**src/rtl/vtg_pkg.sv**
```systemverilog
package vtg_pkg;
  localparam int unsigned CW        = 12;
  localparam int unsigned NUM_MODES = 4;
  localparam int unsigned MW        = $clog2(NUM_MODES);

  typedef struct packed {
    logic          pol;    // 1: active-high syncs
    logic [CW-1:0] h_act;
    logic [CW-1:0] h_fp;
    logic [CW-1:0] h_sw;
    logic [CW-1:0] h_bp;
    logic [CW-1:0] v_act;
    logic [CW-1:0] v_fp;
    logic [CW-1:0] v_sw;
    logic [CW-1:0] v_bp;
  } timing_t;

  typedef timing_t [NUM_MODES-1:0] tbl_t;

  localparam tbl_t STD_TBL = '{
    3: '{1'b1, 12'd1920, 12'd88,  12'd44,  12'd148, 12'd1080, 12'd4,  12'd5, 12'd36},
    2: '{1'b1, 12'd1280, 12'd110, 12'd40,  12'd220, 12'd720,  12'd5,  12'd5, 12'd20},
    1: '{1'b1, 12'd800,  12'd40,  12'd128, 12'd88,  12'd600,  12'd1,  12'd4, 12'd23},
    0: '{1'b0, 12'd640,  12'd16,  12'd96,  12'd48,  12'd480,  12'd10, 12'd2, 12'd33}
  };
endpackage

```
**src/rtl/vtg_axis.sv**
```systemverilog
module vtg_axis #(
  parameter int unsigned W = 12
) (
  input  logic         clk_i,
  input  logic         rst_ni,
  input  logic         step_i,
  input  logic [W-1:0] act_i,
  input  logic [W-1:0] fp_i,
  input  logic [W-1:0] sw_i,
  input  logic [W-1:0] bp_i,
  output logic [W-1:0] cnt_o,
  output logic         last_o,
  output logic         active_o,
  output logic         in_sync_o
);
  localparam int unsigned SW = W + 2;

  logic [SW-1:0] sync_beg, sync_end, total;
  logic [W-1:0]  cnt_q;

  assign sync_beg = SW'(act_i) + SW'(fp_i);
  assign sync_end = sync_beg + SW'(sw_i);
  assign total    = sync_end + SW'(bp_i);

  assign last_o    = (SW'(cnt_q) == total - SW'(1));
  assign active_o  = (cnt_q < act_i);
  assign in_sync_o = (SW'(cnt_q) >= sync_beg) && (SW'(cnt_q) < sync_end);
  assign cnt_o     = cnt_q;

  always_ff @(posedge clk_i or negedge rst_ni) begin
    if (!rst_ni)      cnt_q <= '0;
    else if (step_i)  cnt_q <= last_o ? '0 : cnt_q + W'(1);
  end
endmodule

```
**src/rtl/vtg_mode_reg.sv**
```systemverilog
module vtg_mode_reg #(
  parameter int unsigned MW = 2
) (
  input  logic          clk_i,
  input  logic          rst_ni,
  input  logic          load_i,
  input  logic [MW-1:0] mode_i,
  output logic [MW-1:0] mode_o
);
  always_ff @(posedge clk_i or negedge rst_ni) begin
    if (!rst_ni)     mode_o <= '0;
    else if (load_i) mode_o <= mode_i;
  end
endmodule

```
**src/rtl/vid_timing_gen.sv**
```systemverilog
module vid_timing_gen #(
  parameter vtg_pkg::tbl_t MODE_TBL = vtg_pkg::STD_TBL
) (
  input  logic                   clk_i,
  input  logic                   rst_ni,
  input  logic                   pix_en_i,
  input  logic [vtg_pkg::MW-1:0] mode_i,
  output logic                   hsync_o,
  output logic                   vsync_o,
  output logic                   de_o,
  output logic [vtg_pkg::CW-1:0] col_o,
  output logic [vtg_pkg::CW-1:0] row_o,
  output logic                   sol_o,
  output logic                   sof_o
);
  import vtg_pkg::*;

  logic [MW-1:0] mode_q;
  timing_t       cur_t;
  logic          cur_pol;
  logic          h_last, h_act, h_sync;
  logic          v_last, v_act, v_sync;
  logic          line_end, frame_end;

  assign cur_t     = MODE_TBL[mode_q];
  assign cur_pol   = cur_t.pol;
  assign line_end  = pix_en_i & h_last;
  assign frame_end = line_end & v_last;

  vtg_mode_reg #(.MW(MW)) u_mode (
    .clk_i  (clk_i),
    .rst_ni (rst_ni),
    .load_i (frame_end),
    .mode_i (mode_i),
    .mode_o (mode_q)
  );

  vtg_axis #(.W(CW)) u_h (
    .clk_i     (clk_i),
    .rst_ni    (rst_ni),
    .step_i    (pix_en_i),
    .act_i     (cur_t.h_act),
    .fp_i      (cur_t.h_fp),
    .sw_i      (cur_t.h_sw),
    .bp_i      (cur_t.h_bp),
    .cnt_o     (col_o),
    .last_o    (h_last),
    .active_o  (h_act),
    .in_sync_o (h_sync)
  );

  vtg_axis #(.W(CW)) u_v (
    .clk_i     (clk_i),
    .rst_ni    (rst_ni),
    .step_i    (line_end),
    .act_i     (cur_t.v_act),
    .fp_i      (cur_t.v_fp),
    .sw_i      (cur_t.v_sw),
    .bp_i      (cur_t.v_bp),
    .cnt_o     (row_o),
    .last_o    (v_last),
    .active_o  (v_act),
    .in_sync_o (v_sync)
  );

  // polarity: pin = pulse when active-high, inverted when active-low
  assign hsync_o = ~(h_sync ^ cur_pol);
  assign vsync_o = ~(v_sync ^ cur_pol);
  assign de_o    = h_act & v_act;
  assign sol_o   = pix_en_i & (col_o == '0);
  assign sof_o   = sol_o & (row_o == '0);
endmodule

```
**config.mk**
```make
export PLATFORM = sky130hd
export DESIGN_NAME = vid_timing_gen
export DESIGN_NICKNAME = d
export VERILOG_FILES = /design/src/rtl/vtg_pkg.sv /design/src/rtl/vtg_axis.sv /design/src/rtl/vtg_mode_reg.sv /design/src/rtl/vid_timing_gen.sv
export SDC_FILE = /design/constraint.sdc
export NUM_CORES = 1
export LEC_CHECK = 0
export BUFFER_PORTS_ARGS = -buffer_cell sky130_fd_sc_hd__buf_2
export CELL_PAD_IN_SITES_DETAIL_PLACEMENT = 0
export CELL_PAD_IN_SITES_GLOBAL_PLACEMENT = 1
export CORE_MARGIN = 2
export CORE_UTILIZATION = 45
export DETAILED_ROUTE_END_ITERATION = 7
export PLACE_DENSITY = 0.86
export SETUP_SLACK_MARGIN = 0.5
export SYNTH_ARGS = -nofsm -noshare
export SYNTH_HDL_FRONTEND = slang
export SYNTH_SLANG_ARGS = --single-unit
export TNS_END_PERCENT = 30
```
**constraint.sdc**
```tcl
create_clock -name clk_i -period 4.5 [get_ports clk_i]
set_clock_uncertainty 0.2 [all_clocks]
set_input_delay 0.45 -clock clk_i [delete_from_list [all_inputs] [get_ports clk_i]]
set_output_delay 0.45 -clock clk_i [all_outputs]
set_load 0.01 [all_outputs]
```
==> reports/qor.yml <==
floorplanning:
  die_h_um: 88.2
  fp.dieW_um: 88.2
  io_pins: 34
  rows: 30
  initial_core_util_pct: 46.7
  die_area_um2: 7780
  core_um2: 6830
place:
  port_buffers: 33
  place.gp.congestion: 0.884
  place_hpwl_um: 6260
  postPlaceCellArea_um2: 3390
power_and_ir_drop:
  power_density_nw_per_um2: 232
  clock_power_share_pct: 24.1
  ir_drop_mv: 0.226
  netSwitchingPower_uw: 313
  power.leakage_uw: 0.00166
  p_sw_share_pct: 38.0
  power_frac_seq_pct: 44.0
  pwr-share-comb_pct: 31.9
  p_int_uw: 510
  fin_total_pwr_uw: 823
finish:
  num-nets-final: 460
  seq_area_um2: 653
  multi_input_comb_area_um2: 2410
  syn_to_final_growth_pct: 11.1
  layout-drive-gt1-share_pct: 18.5
  nFillCells: 673
  antenna_cells: 0
  stdcell_area_um2: 3540
setup_path:
  critPathArrivalTime_ns: 3.21
  required_ns: 3.85
  r2r-end: "u_v.cnt_o[7]"
  crit_start: "u_mode.mode_o[0]"
  cp-endpoint: "vsync_o"
  critPathCaptureType: "primary output"
  cp_max_fo: 8
  worst_r2r_path_depth: 9
  r2r_setup_slack_ns: 0.91
  start_kind: "flip-flop"
  crit_type: "flip-flop to primary output"
  rr_startpoint: "u_mode.mode_o[1]"
synthesis:
  yosys.area.top_type: "ha_1"
  synthDistinctLibCells: 53
  syn_area_um2: 3190
  async_flop_share_pct: 100
  synth_xor_area_share_pct: 8.78
  synthAdderAreaFrac_pct: 25.1
  ys_ff_latch: 26
  synth_fp_nets: 429
  yosysMostFrequentCell: "ha_1"
  synth_compound_area_share_pct: 19.2
  yosys.area_share.simple_pct: 21.5
  yosysWarnings: 0
  synth_cells: 360
  muxShareOfSynthArea_pct: 0
  synth_area_leaders: "ha_1, dfrtp_1, o21ai_0"
  synthFlopType: "dfrtp_1"
  seq_area_frac_synth_pct: 20.4
  synth_edf_count: 0
  synth_top_family_by_area: "adder cells"
  syn_area_per_cell_um2: 8.86
  synth_common_cells: "ha_1, o21ai_0, dfrtp_1"
  yosysTopAreaCellShare_pct: 25.1
timing:
  final.min_clock_period_ns: 3.86
  maxSlewHeadroom_pct: 59.1
  fmax_mhz: 259
  fin_tns_setup_ns: 0
  whs_ns: 0.200
  drv_slew: 0
  worst_pin_slew_ns: 0.613
  finalCritPeriodShare_pct: 85.9
  rsz0062_at_grt: "yes"
  hold_viol: 0
  setup_viol: 0
global_route:
  grt-ovfl-total: 0
  grt_pass1_vias: 2786
  grt_pass1_wl_um: 14000
  grt_use_total_pct: 22.7
  antenna_found_initial: 0
  grt_max_degree: 27
flow_run:
  drv_cap: 0
detailed_routing:
  wl_um: 8500
  vias: 2796
  drc: 0
  drt-pass1-iter-count: 4
  drt_iter0_markers: 180
  wl_per_cell_um: 17.5
  vias_per_cell: 5.75
  ant_nets: 0
run_status:
  status: "finished, final reports clean"
clock_network:
  cts.sinks: 26
  cts_tree: "yes"
  htreeDepth: 1
  clk_path_buf_depth: 2
  numCtsBuffers: 3
  root_buffer: "clkbuf_8"
  clkLatencyLatePin_ns: 0.28
  clkTransAtPathRegs_ns: 0.09
worst_hold_path:
  hold_path_class: "primary input to flip-flop"
metrics by stage:
step	std cells	setup WS, ns	util [%]
global placement	477	0.649	49.6
finish	486	0.635	51.9
CTS	486	0.527	51.6
global route	486	0.441	51.9
floorplan	360	1.04	-
detailed placement	477	0.477	49.6
worst min-delay path by stage:
| stage | from | cells after the start | slack, ns | end |
|---|---|---|---|---|
| 6_report | mode_i[0] | 3 | 0.20 | u_mode.mode_o[0] |
| 2_1_floorplan | rst_ni | 0 | -0.05 | u_h.cnt_o[0] |
| 5_1_grt | mode_i[1] | 3 | 0.19 | u_mode.mode_o[1] |
| 3_3_place_gp | rst_ni | 1 | 0.29 | u_v.cnt_o[8] |
| 4_1_cts | mode_i[0] | 3 | 0.19 | u_mode.mode_o[0] |
| 3_5_place_dp | rst_ni | 1 | 0.29 | u_v.cnt_o[8] |
layout by cell type, fill, tap and decap left out, types with 13 or more instances in the layout:
cell	n
xnor2_1	15
ha_1	58
nand2_1	15
inv_1	16
nand3_1	13
dfrtp_1	24
nor2_1	25
and3_1	14
o21ai_0	29
xor2_1	16
buf_2	33
kinds of logic after synthesis:
| kind of cell | Yosys count |
|---|---|
| adder cells (fa/ha/maj) | 64 |
| flip-flops | 26 |
| AND/OR/NAND/NOR | 121 |
| buffers and inverters | 31 |
| AO/OA/AOI/OAI | 86 |
| XOR/XNOR | 32 |
repair_timing:
action                                  4_1_cts  5_1_grt
hold buffers                                  1        0
endpoints found under the setup margin        2        2
setup buffers                                 4        0
endpoints found under the hold margin        23        0
resized for setup                             7        6
worst max-delay path, cell delays in order, from the launching register on:
cell,delay (ns)
dfrtp_2,0.51
inv_4,0.14
ha_2,0.26
inv_1,0.11
ha_2,0.23
nor2_1,0.18
xnor2_2,0.10
xor2_1,0.18
ha_1,0.31
nand4_1,0.09
a211oi_1,0.23
o2111ai_1,0.18
o211ai_1,0.14
xnor2_1,0.14
buf_2,0.14
power by group through the flow:
stage | combinational [uW] | clock, uW | sequential [uW]
2_1_floorplan | 185 | 0 | 335
3_3_place_gp | 256 | 0 | 363
3_5_place_dp | 261 | 0 | 364
4_1_cts | 264 | 199 | 359
5_1_grt | 300 | 209 | 369
6_report | 262 | 198 | 362
registers in the layout, summed over array words and instances (netlist names):
| name | count |
|---|---|
| u_v.cnt_o | 12 |
| u_h.cnt_o | 12 |
| u_mode.mode_o | 2 |
area by class of cell:
| type | instances | share of cell area, % |
|---|---|---|
| Clock buffer | 3 | 1.17 |
| Sequential cell | 26 | 18.4 |
| Clock inverter | 1 | 0.847 |
| Multi-Input combinational cell | 303 | 68.1 |
| Inverter | 18 | 2.08 |
| Timing Repair Buffer | 39 | 6.00 |
| Tap cell | 96 | 3.39 |
routing by layer:
layer	routed length, um	part of all wire (%)	vias up	global-route usage [%]
met3	382	4.5	11	1.89
li1	-	-	1375	-
met4	95	1.1	0	5.79
met5	0	0	-	0
met2	3920	46	66	36.2
met1	4100	48	1344	33.2
Note: power is estimated with default switching activity, not from simulation.
